===== src/rtl/tmr_pkg.sv =====
package tmr_pkg;
  typedef enum logic [2:0] {
    MD_TCNT    = 3'd0,
    MD_ONESHOT = 3'd1,
    MD_RATE    = 3'd2,
    MD_SQUARE  = 3'd3,
    MD_SWSTB   = 3'd4,
    MD_HWSTB   = 3'd5
  } tmr_mode_e;
endpackage


===== src/rtl/tmr_dec.sv =====
// Decrement by one or two, in binary or four-bit BCD digits.
module tmr_dec #(
  parameter int W = 16
) (
  input  logic [W-1:0] val_i,
  input  logic         bcd_i,
  input  logic         two_i,
  output logic [W-1:0] nxt_o
);
  localparam int DIG = W / 4;

  logic [W-1:0] bin_res;
  logic [W-1:0] bcd_res;
  logic [DIG-1:0] brw;

  assign bin_res = val_i - (two_i ? W'(2) : W'(1));
  assign brw[0] = 1'b0;

  for (genvar g = 0; g < DIG; g++) begin : g_digit
    logic [3:0] d;
    logic [3:0] s;
    assign d = val_i[4*g +: 4];
    if (g == 0) begin : g_low
      assign s = two_i ? 4'd2 : 4'd1;
    end else begin : g_up
      assign s = {3'b000, brw[g]};
    end
    assign bcd_res[4*g +: 4] = (d >= s) ? (d - s) : (d + 4'd10 - s);
    if (g < DIG - 1) begin : g_brw
      assign brw[g+1] = (d < s);
    end
  end

  assign nxt_o = bcd_i ? bcd_res : bin_res;
endmodule


===== src/rtl/tmr_gate_edge.sv =====
// Gate rising-edge detector; an edge seen between count events is held.
module tmr_gate_edge (
  input  logic clk,
  input  logic rst,
  input  logic clr_i,
  input  logic tick_i,
  input  logic gate_i,
  output logic trig_o
);
  logic gate_q;
  logic seen_q;
  logic rise;

  assign rise   = gate_i & ~gate_q;
  assign trig_o = tick_i & (rise | seen_q);

  always_ff @(posedge clk) begin
    if (rst) begin
      gate_q <= 1'b0;
      seen_q <= 1'b0;
    end else begin
      gate_q <= gate_i;
      if (clr_i || tick_i) seen_q <= 1'b0;
      else if (rise)       seen_q <= 1'b1;
    end
  end
endmodule


===== src/rtl/tmr_channel.sv =====
module tmr_channel
  import tmr_pkg::*;
#(
  parameter int W = 16
) (
  input  logic         clk,
  input  logic         rst,
  input  logic         tick_i,
  input  logic         mode_wr_i,
  input  logic [2:0]   mode_i,
  input  logic         bcd_i,
  input  logic [W-1:0] load_val_i,
  input  logic         load_done_i,
  input  logic         load_part_i,
  input  logic         gate_i,
  output logic         out_o,
  output logic [W-1:0] count_o
);
  localparam logic [W-1:0] ONE = W'(1);

  tmr_mode_e    mode_r;
  logic         bcd_r;
  logic [W-1:0] init_r;
  logic [W-1:0] cnt_r;
  logic         out_r;
  logic         run_r;
  logic         fresh_r;
  logic         halt_r;
  logic         have_r;

  logic [W-1:0] nxt;
  logic [W-1:0] init_even;
  logic         nxt_zero;
  logic         nxt_one;
  logic         step_two;
  logic         halt_now;
  logic         trig;

  assign step_two  = (mode_r == MD_SQUARE) && !cnt_r[0];
  assign nxt_zero  = (nxt == '0);
  assign nxt_one   = (nxt == ONE);
  assign init_even = {init_r[W-1:1], 1'b0};
  assign halt_now  = halt_r | load_part_i;

  tmr_dec #(.W(W)) dec_i (
    .val_i (cnt_r),
    .bcd_i (bcd_r),
    .two_i (step_two),
    .nxt_o (nxt)
  );

  tmr_gate_edge gate_i0 (
    .clk    (clk),
    .rst    (rst),
    .clr_i  (mode_wr_i),
    .tick_i (tick_i),
    .gate_i (gate_i),
    .trig_o (trig)
  );

  always_ff @(posedge clk) begin
    if (rst) begin
      mode_r  <= MD_TCNT;
      bcd_r   <= 1'b0;
      init_r  <= '0;
      cnt_r   <= '0;
      out_r   <= 1'b0;
      run_r   <= 1'b0;
      fresh_r <= 1'b0;
      halt_r  <= 1'b0;
      have_r  <= 1'b0;
    end else if (mode_wr_i) begin
      mode_r  <= tmr_mode_e'(mode_i);
      bcd_r   <= bcd_i;
      out_r   <= (mode_i != 3'd0);
      run_r   <= 1'b0;
      fresh_r <= 1'b0;
      halt_r  <= 1'b0;
      have_r  <= 1'b0;
    end else begin
      if (tick_i) begin
        case (mode_r)
          MD_TCNT, MD_SWSTB: begin
            if (mode_r == MD_SWSTB) out_r <= 1'b1;
            if (fresh_r) begin
              cnt_r   <= init_r;
              run_r   <= 1'b1;
              fresh_r <= 1'b0;
            end else if (run_r && gate_i && !halt_now) begin
              cnt_r <= nxt;
              if (nxt_zero) begin
                run_r <= 1'b0;
                out_r <= (mode_r == MD_TCNT);
              end
            end
          end
          MD_ONESHOT, MD_HWSTB: begin
            if (mode_r == MD_HWSTB) out_r <= 1'b1;
            if (trig && have_r) begin
              cnt_r <= init_r;
              run_r <= 1'b1;
              out_r <= (mode_r == MD_HWSTB);
            end else if (run_r) begin
              cnt_r <= nxt;
              if (nxt_zero) begin
                run_r <= 1'b0;
                out_r <= (mode_r == MD_ONESHOT);
              end
            end
          end
          MD_RATE: begin
            if (fresh_r || (trig && have_r)) begin
              cnt_r   <= init_r;
              run_r   <= 1'b1;
              fresh_r <= 1'b0;
              out_r   <= 1'b1;
            end else if (run_r && gate_i) begin
              if (cnt_r == ONE) begin
                cnt_r <= init_r;
                out_r <= 1'b1;
              end else begin
                cnt_r <= nxt;
                out_r <= !nxt_one;
              end
            end
          end
          MD_SQUARE: begin
            if (fresh_r || (trig && have_r)) begin
              cnt_r   <= init_r;
              run_r   <= 1'b1;
              fresh_r <= 1'b0;
              out_r   <= 1'b1;
            end else if (run_r && gate_i) begin
              if (nxt_zero) begin
                out_r <= !out_r;
                cnt_r <= out_r ? init_even : init_r;
              end else begin
                cnt_r <= nxt;
              end
            end
          end
          default: ;
        endcase
      end
      if ((mode_r == MD_RATE || mode_r == MD_SQUARE) && !gate_i) out_r <= 1'b1;
      if (load_part_i && mode_r == MD_TCNT) halt_r <= 1'b1;
      if (load_done_i) begin
        init_r  <= load_val_i;
        fresh_r <= 1'b1;
        have_r  <= 1'b1;
        halt_r  <= 1'b0;
        if (mode_r == MD_TCNT) out_r <= 1'b0;
      end
    end
  end

  assign out_o   = out_r;
  assign count_o = cnt_r;

  // the counter only moves on a count event
  p_cnt_only_on_tick_r2: assert property (@(posedge clk) disable iff (rst)
    (!tick_i && !mode_wr_i) |=> $stable(cnt_r));

  // mode 0 output stays high until a new mode or count
  p_m0_out_sticky_r4: assert property (@(posedge clk) disable iff (rst)
    (mode_r == MD_TCNT && out_r && !mode_wr_i && !load_done_i) |=> out_r);

  // mode 0 gate low holds the counter
  p_m0_gate_hold_r6: assert property (@(posedge clk) disable iff (rst)
    (mode_r == MD_TCNT && !gate_i && !fresh_r && !mode_wr_i) |=> $stable(cnt_r));

  // mode 2 gate low forces the output high
  p_m2_gate_forces_high_r8: assert property (@(posedge clk) disable iff (rst)
    (mode_r == MD_RATE && !gate_i && !mode_wr_i) |=> out_r);

  // mode 5 strobe lasts one count event
  p_m5_strobe_one_event_r11: assert property (@(posedge clk) disable iff (rst)
    (mode_r == MD_HWSTB && !out_r && tick_i && !mode_wr_i) |=> out_r);
endmodule


===== config.mk =====
export PLATFORM = sky130hd
export DESIGN_NAME = tmr_channel
export DESIGN_NICKNAME = d
export VERILOG_FILES = /design/src/rtl/tmr_pkg.sv /design/src/rtl/tmr_dec.sv /design/src/rtl/tmr_gate_edge.sv /design/src/rtl/tmr_channel.sv
export SDC_FILE = /design/constraint.sdc
export NUM_CORES = 1
export LEC_CHECK = 0
export BUFFER_PORTS_ARGS = -buffer_cell sky130_fd_sc_hd__buf_2
export CAP_MARGIN = 20
export CORE_ASPECT_RATIO = 2
export CORE_MARGIN = 2
export CORE_UTILIZATION = 59
export DETAILED_ROUTE_END_ITERATION = 8
export GPL_TIMING_DRIVEN = 0
export MAX_ROUTING_LAYER = met4
export PLACE_DENSITY = 0.93
export REMOVE_ABC_BUFFERS = 1
export SKIP_LAST_GASP = 1
export SLEW_MARGIN = 30
export SYNTH_ARGS = -nofsm -noshare
export SYNTH_HDL_FRONTEND = slang
export SYNTH_HIERARCHICAL = 1
export SYNTH_SLANG_ARGS = --single-unit

===== constraint.sdc =====
create_clock -name clk -period 5.71 [get_ports clk]
set_clock_uncertainty 0.05 [all_clocks]
set_input_delay 0.571 -clock clk [delete_from_list [all_inputs] [get_ports clk]]
set_output_delay 0.571 -clock clk [all_outputs]
set_load 0.01 [all_outputs]

Yosys cells after proc, flatten, opt, wreduce, memory -nomap -nowiden

Cells that the tools add are included.

Add/sub/neg operators: 13
Bitwise operators: 6
Muxes and demuxes: 51
Order comparisons: 7
Reductions and logical operators: 31
Eq/ne operators: 14

Operator list:

| kind                  | count |
|---|---|
| $mux W16              | 11 |
| $pmux W16 S4          | 1 |
| $eq A16 B1 Y1 const B | 2 |
| $mux W1               | 30 |
| $sub A4 B1 Y4         | 6 |
| $add A4 B4 Y4 const B | 4 |
| $logic_not A16 Y1     | 1 |
| $mux W4               | 4 |
| $sub A16 B16 Y16      | 1 |
| $ge A4 B1 Y1          | 3 |
| $ne A3 B3 Y1 const B  | 4 |
| $reduce_or A2 Y1      | 5 |
| $reduce_bool A3 Y1    | 3 |
| $lt A4 B1 Y1          | 2 |
| $sub A4 B4 Y4         | 2 |
| $reduce_and A7 Y1     | 1 |
| $eq A3 B2 Y1 const B  | 2 |
| $eq A3 B3 Y1 const B  | 2 |
| $logic_and A1 B1 Y1   | 6 |
| $ne A3 B1 Y1 const B  | 2 |
| $logic_not A1 Y1      | 5 |
| $reduce_and A5 Y1     | 1 |
| $ge A4 B4 Y1          | 1 |
| $lt A4 B4 Y1          | 1 |
| other kinds (16)      | 22 |

Bits in registers: 43
Input bits: 27
Output and inout bits: 17

Logic depth before layout (Yosys ltp)

Gate-level depths: netlist (run 1).

Depth after elaboration: 20
Gate-level depth with buffers: 27
Mapped depth without buffers: 25

Cells and area by module

Netlist (run 1), hierarchy kept.

By module, submodules not included:

| module        | instances | sequential area each (µm²) | area an instance (µm²) | cells an instance |
|---|---|---|---|---|
| tmr_channel   | 1         | 820.8                      | 2257.2                 | 282 |
| tmr_dec       | 1         | 0.0                        | 1157.4                 | 149 |
| tmr_gate_edge | 1         | 40.0                       | 85.1                   | 7 |

Least setup slack after synthesis (run 1)

Ideal clock, no wire load.

Kind: reg-to-reg
Start point: register mode_r[1]
End point: register out_r, in the netlist out_o
Data required time: 5515 ps
Data arrival time: 4986 ps
Stages on the path, launching flop included: 24
Path slack: 530 ps
Path through: dfxtp_1 buf_2 nand2b_1 nor3_1 inv_1 ha_1 fa_1 and2_1 ha_1 ha_1 and2_1 ha_1 ha_1 and2_1 ha_1 ha_1 a31oi_1 mux2i_1 a221oi_2 nor3_1 nand4_1 or4b_1 a31oi_1 a41oi_1

Longest elaborated chain between the ends: 20
Elaborated cells on any way between the ends: 57

RTL lines:

| what                                                 | RTL line                     | source |
|---|---|---|
| from (decl)                                          | tmr_channel.sv:21            | `tmr_mode_e mode_r;` |
| from (signal assigned)                               | tmr_channel.sv:73            | `mode_r <= tmr_mode_e'(mode_i);` |
| $eq A3 B2 Y1 (*)                                     | tmr_channel.sv:39            | `assign step_two = (mode_r == MD_SQUARE) && !cnt_r[0];` |
| $logic_and A1 B1 Y1 (*)                              | tmr_channel.sv:39            |  |
| named net step_two                                   | tmr_channel.sv:35            | `logic step_two;` |
| $mux W2                                              | tmr_dec.sv:16, tmr_dec.sv:24 |  |
| $lt A4 B4 Y1                                         | tmr_dec.sv:30                | `assign brw[g+1] = (d < s);` |
| $lt A4 B1 Y1 (2 in series)                           | tmr_dec.sv:30                |  |
| $sub A4 B1 Y4 / $ge A4 B1 Y1 (equally long branches) | tmr_dec.sv:28                | `assign bcd_res[4*g +: 4] = (d >= s) ? (d - s) : (d + 4'd10 - s);` |
| $mux W4                                              | tmr_dec.sv:28                |  |
| (+1 left out)                                        | n/a                          |  |
| named net nxt[15]                                    | tmr_channel.sv:31            | `logic [W-1:0] nxt;` |
| (+3 left out)                                        | n/a                          |  |
| $mux W1                                              | tmr_channel.sv:117           | `end else if (run_r && gate_i) begin` |
| $mux W1                                              | tmr_channel.sv:112           | `if (fresh_r \|\| (trig && have_r)) begin` |
| $pmux W1 S4 (*)                                      | tmr_channel.sv:82            | `case (mode_r)` |
| $mux W1 (*)                                          | tmr_channel.sv:81            | `if (tick_i) begin` |
| $mux W1 (*)                                          | tmr_channel.sv:145           | `if ((mode_r == MD_RATE \|\| mode_r == MD_SQUARE) && !gate_i) out_r <= 1'b1;` |
| $mux W1                                              | tmr_channel.sv:152           | `if (mode_r == MD_TCNT) out_r <= 1'b0;` |
| $mux W1 (*)                                          | tmr_channel.sv:147           | `if (load_done_i) begin` |
| $mux W1 (*)                                          | tmr_channel.sv:72            | `end else if (mode_wr_i) begin` |
| to (signal assigned)                                 | tmr_channel.sv:75            | `out_r <= (mode_i != 3'd0);` |
| to (signal assigned)                                 | tmr_channel.sv:93            | `out_r <= (mode_r == MD_TCNT);` |
| to (signal assigned)                                 | tmr_channel.sv:102           | `out_r <= (mode_r == MD_HWSTB);` |
| to (decl)                                            | tmr_channel.sv:25            | `logic out_r;` |

The timed path passes the listed nets; every way through them passes the cells marked *.
A chain may end at the register's enable or synchronous reset.

Worst setup path after layout (run 1)

Start point: register mode_r[2]
End point: register cnt_r[15], in the netlist count_o[15]

Longest elaborated chain between the ends: 14
Elaborated cells on any way between the ends: 50

RTL lines:

| what                                                 | RTL line                     | source |
|---|---|---|
| $eq A3 B2 Y1 (*)                                     | tmr_channel.sv:39            |  |
| $logic_and A1 B1 Y1 (*)                              | tmr_channel.sv:39            |  |
| named net step_two                                   | tmr_channel.sv:35            |  |
| $mux W2                                              | tmr_dec.sv:16, tmr_dec.sv:24 |  |
| $lt A4 B4 Y1                                         | tmr_dec.sv:30                |  |
| $lt A4 B1 Y1 (2 in series)                           | tmr_dec.sv:30                |  |
| $sub A4 B1 Y4 / $ge A4 B1 Y1 (equally long branches) | tmr_dec.sv:28                |  |
| $mux W4                                              | tmr_dec.sv:28                |  |
| $mux W16 (*)                                         | tmr_dec.sv:34                | `assign nxt_o = bcd_i ? bcd_res : bin_res;` |
| named net nxt[13]                                    | tmr_channel.sv:31            |  |
| $logic_not A16 Y1 (*)                                | tmr_channel.sv:40            | `assign nxt_zero = (nxt == '0);` |
| $mux W16 (*)                                         | tmr_channel.sv:134           | `if (nxt_zero) begin` |
| $mux W16 (*)                                         | tmr_channel.sv:133           | `end else if (run_r && gate_i) begin` |
| $mux W16 (*)                                         | tmr_channel.sv:128           | `if (fresh_r \|\| (trig && have_r)) begin` |
| $pmux W16 S4 (*)                                     | tmr_channel.sv:82            |  |
| to (signal assigned)                                 | tmr_channel.sv:86            | `cnt_r <= init_r;` |
| to (signal assigned)                                 | tmr_channel.sv:129           | `cnt_r <= init_r;` |
| to (signal assigned)                                 | tmr_channel.sv:136           | `cnt_r <= out_r ? init_even : init_r;` |
| to (decl)                                            | tmr_channel.sv:24            | `logic [W-1:0] cnt_r;` |

The timed path passes the listed nets; every way through them passes the cells marked *. The select of a mux whose other input is x is not followed.

==> results by group, run 1 <==
Clock network
  • Max clock buf depth: 2
  • Clock root buffer: clkbuf_16
  • Clock Latency Late Sink: 0.29 ns
  • Clock sinks: 43
  • Htree depth: 2
  • Hold-fix buffers, CTS: 0
  • TritonCTS Buffers: 5
  • CTS tree: done
  • Reg clk slew, reported paths: 0.06 ns

Floorplan
  • Initial core utilization: 0.613
  • Core area: 5710 sq um
  • Die H: 113 um
  • Die width: 58.5 um
  • # rows: 39
  • Boundary Pins: 44
  • DIE AREA: 6600 sq um

STA
  • Min cycle time layout: 5.62 ns
  • Final Hold Fails: 0
  • Worst slew pin tran: 0.871 ns
  • Finish-stage setup viols: 0
  • Relative slew margins: 0.418
  • Final critical-path share of the clock period: 0.984
  • Final Max Tran Viols: 0
  • Fmax: 178 MHz
  • Setup TNS: 0 ns
  • Worst setup margin: 0.0935 ns

Drt
  • DR WL met2: 5.63 mm
  • Drt wl/cell: 19.7 um
  • DR DRC count: 0
  • Vias per std cell: 6.75
  • Drt total wl: 10.5 mm
  • DR pass1 iterations: 5
  • ANT nets after route: 0
  • Via count: 3,605
  • Met3 wire length: 503 um
  • Initial DRC count: 303
  • Wl on met1: 3.56 mm
  • Uppermost layer routed: met4

Global routing
  • First-pass GRT wire length: 17.1 mm
  • Initial antenna violation count: 0
  • Vias in the first global route: 3,697
  • Largest net degree at the start of global routing: 32
  • Total grt overflow: 0
  • GRT Util Overall: 0.345

Placement
  • HPWL after detailed placement: 7.54 mm
  • Placer congestion estimate: 1.01
  • IO Port Bufs: 43
  • Placed Area: 3660 sq um
  • Pre-CTS setup slack: -0.953 ns

Logic synthesis
  • Yosys Warn Count: 6
  • Post-synth EDFFs: 0
  • Post-Syn Area: 3500 sq um
  • Avg Inst Size Synth: 7.99 sq um
  • Post-synthesis compound-gate area fraction: 0.189
  • Sequential area share after synthesis: 0.246
  • Simple-Gate Fraction of Synth Area: 0.278
  • Mux share of post-synthesis cell area: 0.0633
  • Adder-cell share of the synthesized area: 0.0972
  • Largest family of logic cells by synthesized area: simple AND/OR/NAND/NOR gates
  • Synth Area in XOR/XNOR: 0.0501
  • Count of cell types in the netlist: 66
  • Yosys reg bits: 43
  • Post-synthesis instance total: 438
  • FFs w/ async S/R, synth: 0
  • Top_reg_cell synth: dfxtp_1

Run
  • Max-capacitance violation count: 0

Worst setup path
  • Slowest stage delay, CP: 0.44 ns
  • Crit-path cells: nand2b_4, nor3_4, inv_1, ha_2, fa_2, and2_4, ha_1, ha_1, and2_1, ha_1, ha_1, and2_1, ha_1, nand2b_4, a31oi_4, mux2i_1, o211ai_1, nor4_1, nand4_1, buf_4, nand3_1, o2111ai_1, a221oi_1
  • FF-to-FF Start: mode_r[2]
  • WP data arrival: 5.72 ns
  • Kind of end point of the critical path: flip-flop
  • Worst-path fanout max: 13
  • R2R Path End: count_o[15]
  • Top cell by count, worst path: ha_1
  • WS Path Type: flip-flop to flip-flop
  • Startpoint Class: flip-flop
  • Reg2reg path depth: 23
  • Flop-to-flop setup slack: 0.09 ns
  • Slowest cell on crit path: a221oi_1
  • Critical Path RT: 5.82 ns

Final layout
  • Layout cells sized above 1: 0.214
  • # diodes: 0
  • Nets: 525
  • Synth-to-Final Area Change: 14.7%
  • Design area: 4020 sq um

Pwr
  • Maximum VDD drop: 0.320 mV
  • Tot Pwr: 1170 uW
  • Leak: 0.00160 uW
  • PD cells: 292 nW/um^2

Worst hold path
  • Min-Delay Path Depth: 2
  • Min-Delay Endpoint: init_r[14]
  • Worst Hold Class: flip-flop to flip-flop
  • Hold Startpoint: init_r[14]

Outcome
  • Outcome: complete, no violations
## synth_stat cells, types with 3 or more instances
master / n / share of area
a21oi_1: 30 / 0.043
o21ai_0: 9 / 0.013
nor4_2: 3 / 0.011
clkbuf_1: 8 / 0.0086
xnor2_1: 18 / 0.045
inv_1: 36 / 0.039
mux2i_1: 21 / 0.060
o211ai_2: 6 / 0.021
o21a_1: 3 / 0.0064
a211oi_1: 3 / 0.0064
nor4_1: 7 / 0.013
ha_1: 24 / 0.086
nor2_1: 12 / 0.013
nor3b_1: 4 / 0.0086
buf_1: 4 / 0.0043
dfxtp_1: 43 / 0.25
nor2b_1: 8 / 0.014
and3_1: 3 / 0.0054
and2_1: 3 / 0.0054
buf_2: 7 / 0.010
nor3_1: 7 / 0.010
nand3_1: 8 / 0.011
nand2b_1: 5 / 0.0089
nand2_1: 73 / 0.078
nand4_1: 22 / 0.039
buf_6: 4 / 0.013
o211ai_1: 14 / 0.030
## per-layer routing
| metal | vias to the layer above | GRT usage |
|---|---|---|
| met5 | - | - |
| met4 | 0 | 0.248 |
| met3 | 75 | 0.0377 |
| met2 | 188 | 0.609 |
| met1 | 1698 | 0.330 |
| li1 | 1644 | - |
## timing repair
item	4_1_cts	5_1_grt
setup endpoints to repair	18	17
gates cloned	0	0
buffers inserted	5	3
resized for setup	17	10
pin swaps	4	10
## how the worst max path moves through the flow
stage	start	cells past startpoint	to
global placement	mode_r[0]	22	count_o[3]
finish	mode_r[2]	23	count_o[15]
detailed placement	mode_r[0]	22	count_o[7]
CTS	mode_r[2]	23	out_o
global route	mode_r[2]	22	out_o
floorplan	mode_r[0]	22	count_o[1]
## cell type report
class	count	area, sq um
Inverter	36	139
Multi-Input combinational cell	335	2480
Clock buffer	5	125
Timing Repair Buffer	51	275
Clock inverter	3	43.8
Fill cell	431	1690
Tap cell	61	76.3
Sequential cell	43	872
## cell families after synthesis
kind of cell	Yosys count
AND/OR/NAND/NOR	176
AO/OA/AOI/OAI	91
buffers and inverters	60
flip-flops	43
adder cells (fa/ha/maj)	26
multiplexers	22
XOR/XNOR	20
## power by group
part / internal, uW / switching, uW
clock network: 206 / 122
logic: 217 / 284
registers: 316 / 29.2
total: 739 / 435
## critical path, delay by kind of cell (launching register included)
family	cells	cell delay, ns
adder cells (fa/ha/maj)	7	1.80
AND/OR/NAND/NOR	9	1.62
AO/OA/AOI/OAI	4	1.04
flip-flops	1	0.40
multiplexers	1	0.30
buffers and inverters	2	0.28
## state kept, by name (all words and copies together) (netlist names)
signal          cells
count_o            16
gate_i0/seen_q      1
run_r               1
bcd_r               1
mode_r              3
fresh_r             1
out_o               1
halt_r              1
have_r              1
gate_i0/gate_q      1
init_r             16
## cell usage in the layout (no fill, tap or decap), types with 4 or more instances in the layout
| cell type | Yosys | layout |
|---|---|---|
| nand2_1 | 73 | 73 |
| buf_2 | 7 | 43 |
| dfxtp_1 | 43 | 40 |
| inv_1 | 36 | 35 |
| a21oi_1 | 30 | 29 |
| nand4_1 | 22 | 22 |
| ha_1 | 24 | 22 |
| mux2i_1 | 21 | 19 |
| xnor2_1 | 18 | 18 |
| o211ai_1 | 14 | 14 |
| nor2_1 | 12 | 12 |
| o21ai_0 | 9 | 9 |
| buf_4 | 1 | 8 |
| nor2b_1 | 8 | 7 |
| nand3_1 | 8 | 7 |
| nor4_1 | 7 | 7 |
| o211ai_2 | 6 | 6 |
| nor3_1 | 7 | 5 |
| clkbuf_16 | 0 | 5 |
| nor3b_1 | 4 | 4 |
## stage by stage
step	hold slack [ns]	utilization	cells
floorplan	0.381	-	414
global placement	0.397	0.641	518
detailed placement	0.398	0.641	518
CTS	0.407	0.688	531
global route	0.437	0.703	534
finish	0.409	0.703	534
No activity file was read; power rests on OpenSTA's default activity.
==> run 2, diff against run 1 <==
--- a/config.mk
+++ b/config.mk
@@ -7,7 +7,7 @@
 export LEC_CHECK = 0
 export BUFFER_PORTS_ARGS = -buffer_cell sky130_fd_sc_hd__buf_2
 export CAP_MARGIN = 20
-export CORE_ASPECT_RATIO = 2
+export CORE_ASPECT_RATIO = 1.75
 export CORE_MARGIN = 2
 export CORE_UTILIZATION = 59
 export DETAILED_ROUTE_END_ITERATION = 8
==> run 2 against run 1 <==
Compared with the run above:
- combinational power is 9.6% lower
- clock power fell by 41%
- total power down 16%
- wire length decreased by 10%
- non-clock buffer count unchanged
- critical endpoint is now out_o
- largest cell class unchanged
- final cell count is 3.2% higher
- sequential share of layout area grew 0.55 points
- clock-buffer cell count increased by 1
- critical path depth fell by 1
- cell area fell by 2.5%
==> results by group, run 2 (synthesized netlist as in run 1, its figures left out) <==
Pwr
  • Switching portion of total power: 0.397 (+0.0264)
  • Leak: 0.00155 uW (-2.9%)
  • Clock Power Share: 0.195 (-0.085)
  • Sw power: 392 uW (-9.9%)
  • Power Internal: 595 uW (-19%)
  • Seq pwr share: 0.346 (+0.052)
  • Maximum VDD drop: 0.224 mV (-30%)
  • Combinational Power Share: 0.459 (+0.033)
  • PD cells: 252 nW/um^2 (-14%)

STA
  • Final critical-path share of the clock period: 0.956 (-0.0273)
  • Min cycle time layout: 5.46 ns (-0.156 ns)
  • Fmax: 183 MHz (+2.9%)
  • Relative slew margins: 0.378 (-0.0403)
  • Finish-stage setup viols: 0 (unchanged)
  • RSZ-0062 raised after global routing: no
  • Final Max Tran Viols: 0 (unchanged)
  • Final Hold Fails: 0 (unchanged)
  • Worst slew pin tran: 0.932 ns (+0.0609 ns)

Drt
  • Initial DRC count: 181 (-40%)
  • Via count: 3,435 (-4.7%)
  • ANT nets after route: 0 (unchanged)
  • Vias per std cell: 6.23 (-7.7%)
  • DR pass1 iterations: 5 (unchanged)
  • Drt total wl: 9.48 mm (-10%)
  • DR DRC count: 0 (unchanged)
  • Drt wl/cell: 17.2 um (-13%)

Worst hold path
  • Worst Hold Class: flip-flop to flip-flop
  • Hold Startpoint: init_r[11]
  • Min-Delay Endpoint: init_r[11]
  • Min-Delay Path Depth: 2 (unchanged)

Final layout
  • Commonest non-fill, non-tap cells in the layout: nand2_1, buf_2, dfxtp_1
  • Synth-to-Final Area Change: 11.9%
  • Most common cell after layout, fill and taps aside: nand2_1
  • Final std cells w/o fill: 551 (+3.2%)
  • Design area: 3920 sq um (-2.5%)
  • Layout cells sized above 1: 0.205 (-0.00846)
  • Nets: 525 (unchanged)
  • # diodes: 0 (unchanged)

Placement
  • Placer congestion estimate: 0.982 (-2.3%)
  • Placed Area: 3680 sq um (+0.65%)
  • IO Port Bufs: 43 (unchanged)
  • Inst Count DP: 535 (+3.3%)
  • HPWL after detailed placement: 7.13 mm (-5.5%)

Floorplan
  • # rows: 37 (-5.1%)
  • Initial core utilization: 0.605 (-0.00822)
  • Boundary Pins: 44 (unchanged)
  • Die H: 106 um (-6.2%)
  • Core area: 5790 sq um (+1.4%)
  • DIE AREA: 6590 sq um (-0.20%)
  • Die width: 62.2 um (+6.4%)

Clock network
  • Htree depth: 2 (unchanged)
  • Max clock buf depth: 2 (unchanged)
  • Reg clk slew, reported paths: 0.08 ns (+0.02 ns)
  • CTS tree: done
  • TritonCTS Buffers: 5 (unchanged)
  • Clock Latency Late Sink: 0.30 ns (about the same)
  • Hold-fix buffers, CTS: 0 (unchanged)
  • Clock root buffer: clkbuf_8
  • Clock sinks: 43 (unchanged)

Worst setup path
  • Top cell by count, worst path: ha_1
  • FF-to-FF Start: mode_r[2]
  • R2R Path End: out_o
  • Worst-path fanout max: 5 (-8)
  • Launch point of the critical path: mode_r[2]
  • Startpoint Class: flip-flop
  • CP bufs+invs: 1 (-1)
  • WS Path Type: flip-flop to flip-flop
  • Critical Path RT: 5.82 ns (about the same)
  • Kind of end point of the critical path: flip-flop
  • Flop-to-flop setup slack: 0.25 ns (+0.16 ns)
  • Slowest cell on crit path: or4b_4
  • Top delay family on crit path: simple AND/OR/NAND/NOR gates
  • Reg2reg path depth: 22 (-4.3%)
  • Slowest stage delay, CP: 0.56 ns (+0.12 ns)
  • Crit-path cells: nand2b_4, nor3_4, inv_1, ha_2, fa_2, and2_1, ha_1, ha_1, and2_1, ha_1, ha_1, and2_1, ha_1, nand2b_1, a31oi_4, mux2i_1, o211ai_1, nor3_1, nand4_1, or4b_4, a31oi_2, a41oi_1
  • WP data arrival: 5.57 ns (-0.15 ns)

Global routing
  • Largest net degree at the start of global routing: 32 (unchanged)
  • GRT Util Overall: 0.299 (-0.0464)
  • Vias in the first global route: 3,363 (-9.0%)
  • Initial antenna violation count: 0 (unchanged)
  • Total grt overflow: 0 (unchanged)
  • First-pass GRT wire length: 15.5 mm (-9.5%)

Run
  • Max-capacitance violation count: 0 (unchanged)

Outcome
  • Outcome: complete, no violations
[run 2: cell count changes in the layout (fill, tap and decap cells not counted), sizes merged]
cell    change
clkbuf      +1
clkinv      -1
inv         +1
bufinv      -1
[run 2: timing repair]
action                                  4_1_cts  5_1_grt
pin swaps                                     5        3
endpoints found under the setup margin       18       17
buffers inserted                              5        3
gates resized for setup                      15        8
[run 2: worst max-delay path by stage]
stage	endpoint	slack, ns	depth (start not counted)
global route	out_o	0.02	22
detailed placement	count_o[6]	-0.96	23
global placement	count_o[3]	-0.88	22
finish	out_o	0.25	22
CTS	out_o	0.04	23
floorplan	count_o[1]	0.22	22
[run 2: layer usage]
layer,up-vias,global-route usage,part of all wire
li1,1636,-,-
met1,1594,0.292,0.36
met2,152,0.553,0.55
met3,53,0.0342,0.046
met4,0,0.187,0.052
met5,-,-,0
[run 2: cell type report]
cell class,count,area [sq um]
Clock buffer,6,72.6
Clock inverter,2,12.5
Fill cell,470,1870
Inverter,36,135
Multi-Input combinational cell,335,2450
Sequential cell,43,872
Tap cell,78,97.6
Timing Repair Buffer,51,275
[run 2: power groups by stage]
| stage | sequential (uW) | clock [uW] | combinational [uW] |
|---|---|---|---|
| 5_1_grt | 344 | 203 | 492 |
| 2_1_floorplan | 347 | 0 | 311 |
| 6_report | 342 | 193 | 453 |
| 4_1_cts | 343 | 196 | 424 |
| 3_5_place_dp | 352 | 0 | 411 |
| 3_3_place_gp | 350 | 0 | 393 |
[run 2: worst min-delay path, cell delays in order, from the launching register on]
cell and delay [ns]:
dfxtp_1 0.32, nand2_1 0.05, a21oi_1 0.05
[run 2: per-stage QoR]
step                      setup TNS (ns)  setup slack, ns  utilization  power [uW]  hold slack, ns
after CTS                              0           0.0438        0.667         962           0.411
after floorplan                        0            0.223            -         657           0.381
after global placement            -14.28           -0.880        0.636         743           0.396
after detailed placement          -15.57           -0.959        0.636         763           0.400
final                                  0            0.250        0.677         988           0.414
after global routing                   0           0.0163        0.677        1040           0.441
==> run 3, diff against run 2 <==
--- a/config.mk
+++ b/config.mk
@@ -14,6 +14,7 @@
 export GPL_TIMING_DRIVEN = 0
 export MAX_ROUTING_LAYER = met4
 export PLACE_DENSITY = 0.93
+export RECOVER_POWER = 100
 export REMOVE_ABC_BUFFERS = 1
 export SKIP_LAST_GASP = 1
 export SLEW_MARGIN = 30
==> run 3 against run 2 <==
Compared with the run above:
- non-clock buffer count is the same
- critical endpoint is now count_o[6]
- worst setup slack lost 0.024 ns
- clock-buffer cell count is the same
- critical path depth rose by 4
- sequential share of layout area grew 0.13 points
- highest routed layer unchanged
- sequential power hardly changed
- total power down 0.38%
==> results by group, run 3 (synthesized netlist as in run 1, its figures left out) <==
Outcome
  • Outcome: complete, no violations

Drt
  • Drt wl/cell: 17.3 um (+0.30%)
  • Drt total wl: 9.51 mm (+0.30%)
  • DR pass1 iterations: 5 (unchanged)
  • Vias per std cell: 6.26 (+0.35%)
  • DR DRC count: 0 (unchanged)
  • Initial DRC count: 200 (+10%)
  • Via count: 3,447 (+0.35%)
  • ANT nets after route: 0 (unchanged)

Final layout
  • Final std cells w/o fill: 551 (unchanged)
  • Storage cell area: 868 sq um (-0.43%)
  • Area of the multi-input gates: 2440 sq um (-0.46%)
  • Nets: 525 (unchanged)
  • Fillers: 484 (+3.0%)
  • Commonest non-fill, non-tap cells in the layout: nand2_1, dfxtp_1, inv_1
  • Synth-to-Final Area Change: 10.8%
  • Layout cells sized above 1: 0.159 (-0.0465)
  • # diodes: 0 (unchanged)
  • Most common cell after layout, fill and taps aside: nand2_1

Worst setup path
  • WP data arrival: 5.67 ns (+0.10 ns)
  • WS Path Type: flip-flop to flip-flop
  • Critical Path RT: 5.89 ns (+0.07 ns)
  • Slowest stage delay, CP: 0.59 ns (+0.03 ns)
  • Slowest cell on crit path: a221oi_2
  • Flop-to-flop setup slack: 0.23 ns (-0.02 ns)
  • Top delay family on crit path: adder cells
  • Top cell by count, worst path: ha_1
  • CP bufs+invs: 4 (+3)
  • Worst-path fanout max: 15 (+10)
  • Startpoint Class: flip-flop
  • Kind of end point of the critical path: flip-flop

Clock network
  • Clock Latency Late Sink: 0.30 ns (about the same)
  • Clock root buffer: clkbuf_8
  • Htree depth: 2 (unchanged)
  • Clock sinks: 43 (unchanged)
  • Max clock buf depth: 2 (unchanged)
  • CTS tree: done
  • Reg clk slew, reported paths: 0.09 ns (about the same)
  • TritonCTS Buffers: 5 (unchanged)
  • Hold-fix buffers, CTS: 0 (unchanged)

STA
  • Setup TNS: 0 ns (unchanged)
  • Fmax: 182 MHz (-0.44%)
  • Final Max Tran Viols: 0 (unchanged)
  • Min cycle time layout: 5.48 ns (+0.0240 ns)
  • RSZ-0062 raised after global routing: no
  • Worst slew pin tran: 1.30 ns (+0.363 ns)
  • Final critical-path share of the clock period: 0.960 (+0.00420)
  • Final Hold Fails: 0 (unchanged)
  • Hold WS: 0.414 ns (+0.000830 ns)
  • Worst setup margin: 0.226 ns (-0.0240 ns)
  • Finish-stage setup viols: 0 (unchanged)
  • Relative slew margins: 0.136 (-0.242)

Pwr
  • Seq pwr share: 0.348 (+0.002)
  • Sw power: 390 uW (-0.46%)
  • PD cells: 254 nW/um^2 (+0.61%)
  • Switching portion of total power: 0.397 (about the same)
  • Leak: 0.00147 uW (-5.1%)
  • Tot Pwr: 984 uW (-0.38%)
  • Combinational Power Share: 0.456 (-0.003)
  • Clock Power Share: 0.196 (about the same)
  • Maximum VDD drop: 0.223 mV (-0.68%)
  • Power Internal: 593 uW (-0.33%)

Placement
  • Placer congestion estimate: 0.982 (unchanged)
  • IO Port Bufs: 43 (unchanged)
  • Inst Count DP: 535 (unchanged)
  • Pre-CTS setup slack: -0.959 ns (unchanged)
  • HPWL after detailed placement: 7.13 mm (unchanged)

Global routing
  • GRT Util Overall: 0.299 (unchanged)
  • Initial antenna violation count: 0 (unchanged)
  • First-pass GRT wire length: 15.5 mm (unchanged)
  • Vias in the first global route: 3,363 (unchanged)
  • Total grt overflow: 0 (unchanged)
  • Largest net degree at the start of global routing: 32 (unchanged)

Floorplan
  • Boundary Pins: 44 (unchanged)
  • DIE AREA: 6590 sq um (unchanged)
  • Die H: 106 um (unchanged)
  • Core area: 5790 sq um (unchanged)
  • # rows: 37 (unchanged)
  • Initial core utilization: 0.605 (unchanged)
  • Die width: 62.2 um (unchanged)

Run
  • Max-capacitance violation count: 0 (unchanged)

Worst hold path
  • Worst Hold Class: flip-flop to flip-flop
==> run 3: worst min-delay path, cell delays in order, from the launching register on <==
cell and delay (ns):
dfxtp_1 0.32, nand2_1 0.05, a21oi_1 0.05
==> run 3: power by group through the flow <==
| stage | Sequential, uW | Clock (uW) | Combinational (uW) |
|---|---|---|---|
| after floorplan | 347 | 0 | 311 |
| after global placement | 350 | 0 | 393 |
| after detailed placement | 352 | 0 | 411 |
| after CTS | 343 | 196 | 424 |
| after global routing | 344 | 203 | 488 |
| final | 342 | 193 | 449 |
==> run 3: layer usage <==
layer | vias to the layer above | part of all wire | GRT usage
met3 | 54 | 0.049 | 0.0342
met2 | 152 | 0.54 | 0.553
met4 | 0 | 0.058 | 0.187
met1 | 1607 | 0.35 | 0.292
li1 | 1634 | - | -
met5 | - | 0 | -
==> run 3: path summary, 6_finish.rpt <==
kind,depth (start not counted),end,startpoint
worst max-delay path,26,count_o[6],mode_r[2]
worst max register to register,26,count_o[6],mode_r[2]
worst min-delay path,2,init_r[11],init_r[11]
worst min register to register,2,init_r[11],init_r[11]
==> run 3: metrics by stage <==
stage,util,cell area [sq um]
floorplan,-,3370
global placement,0.636,3680
detailed placement,0.636,3680
CTS,0.667,3860
global route,0.670,3880
finish,0.670,3880
==> run 3: layout make-up <==
cell class / instances / share of cell area
clock buffer: 6 / 0.0187
clock inverter: 2 / 0.00323
inverter: 36 / 0.0349
multi-input combinational: 335 / 0.629
sequential: 43 / 0.224
tap: 78 / 0.0252
timing repair buffer: 51 / 0.0649
==> run 3: what timing repair did <==
action,4_1_cts,5_1_grt
resized for setup,15,8
pin swaps,5,3
hold endpoints to repair,0,0
buffers inserted,5,3
setup endpoints to repair,18,17
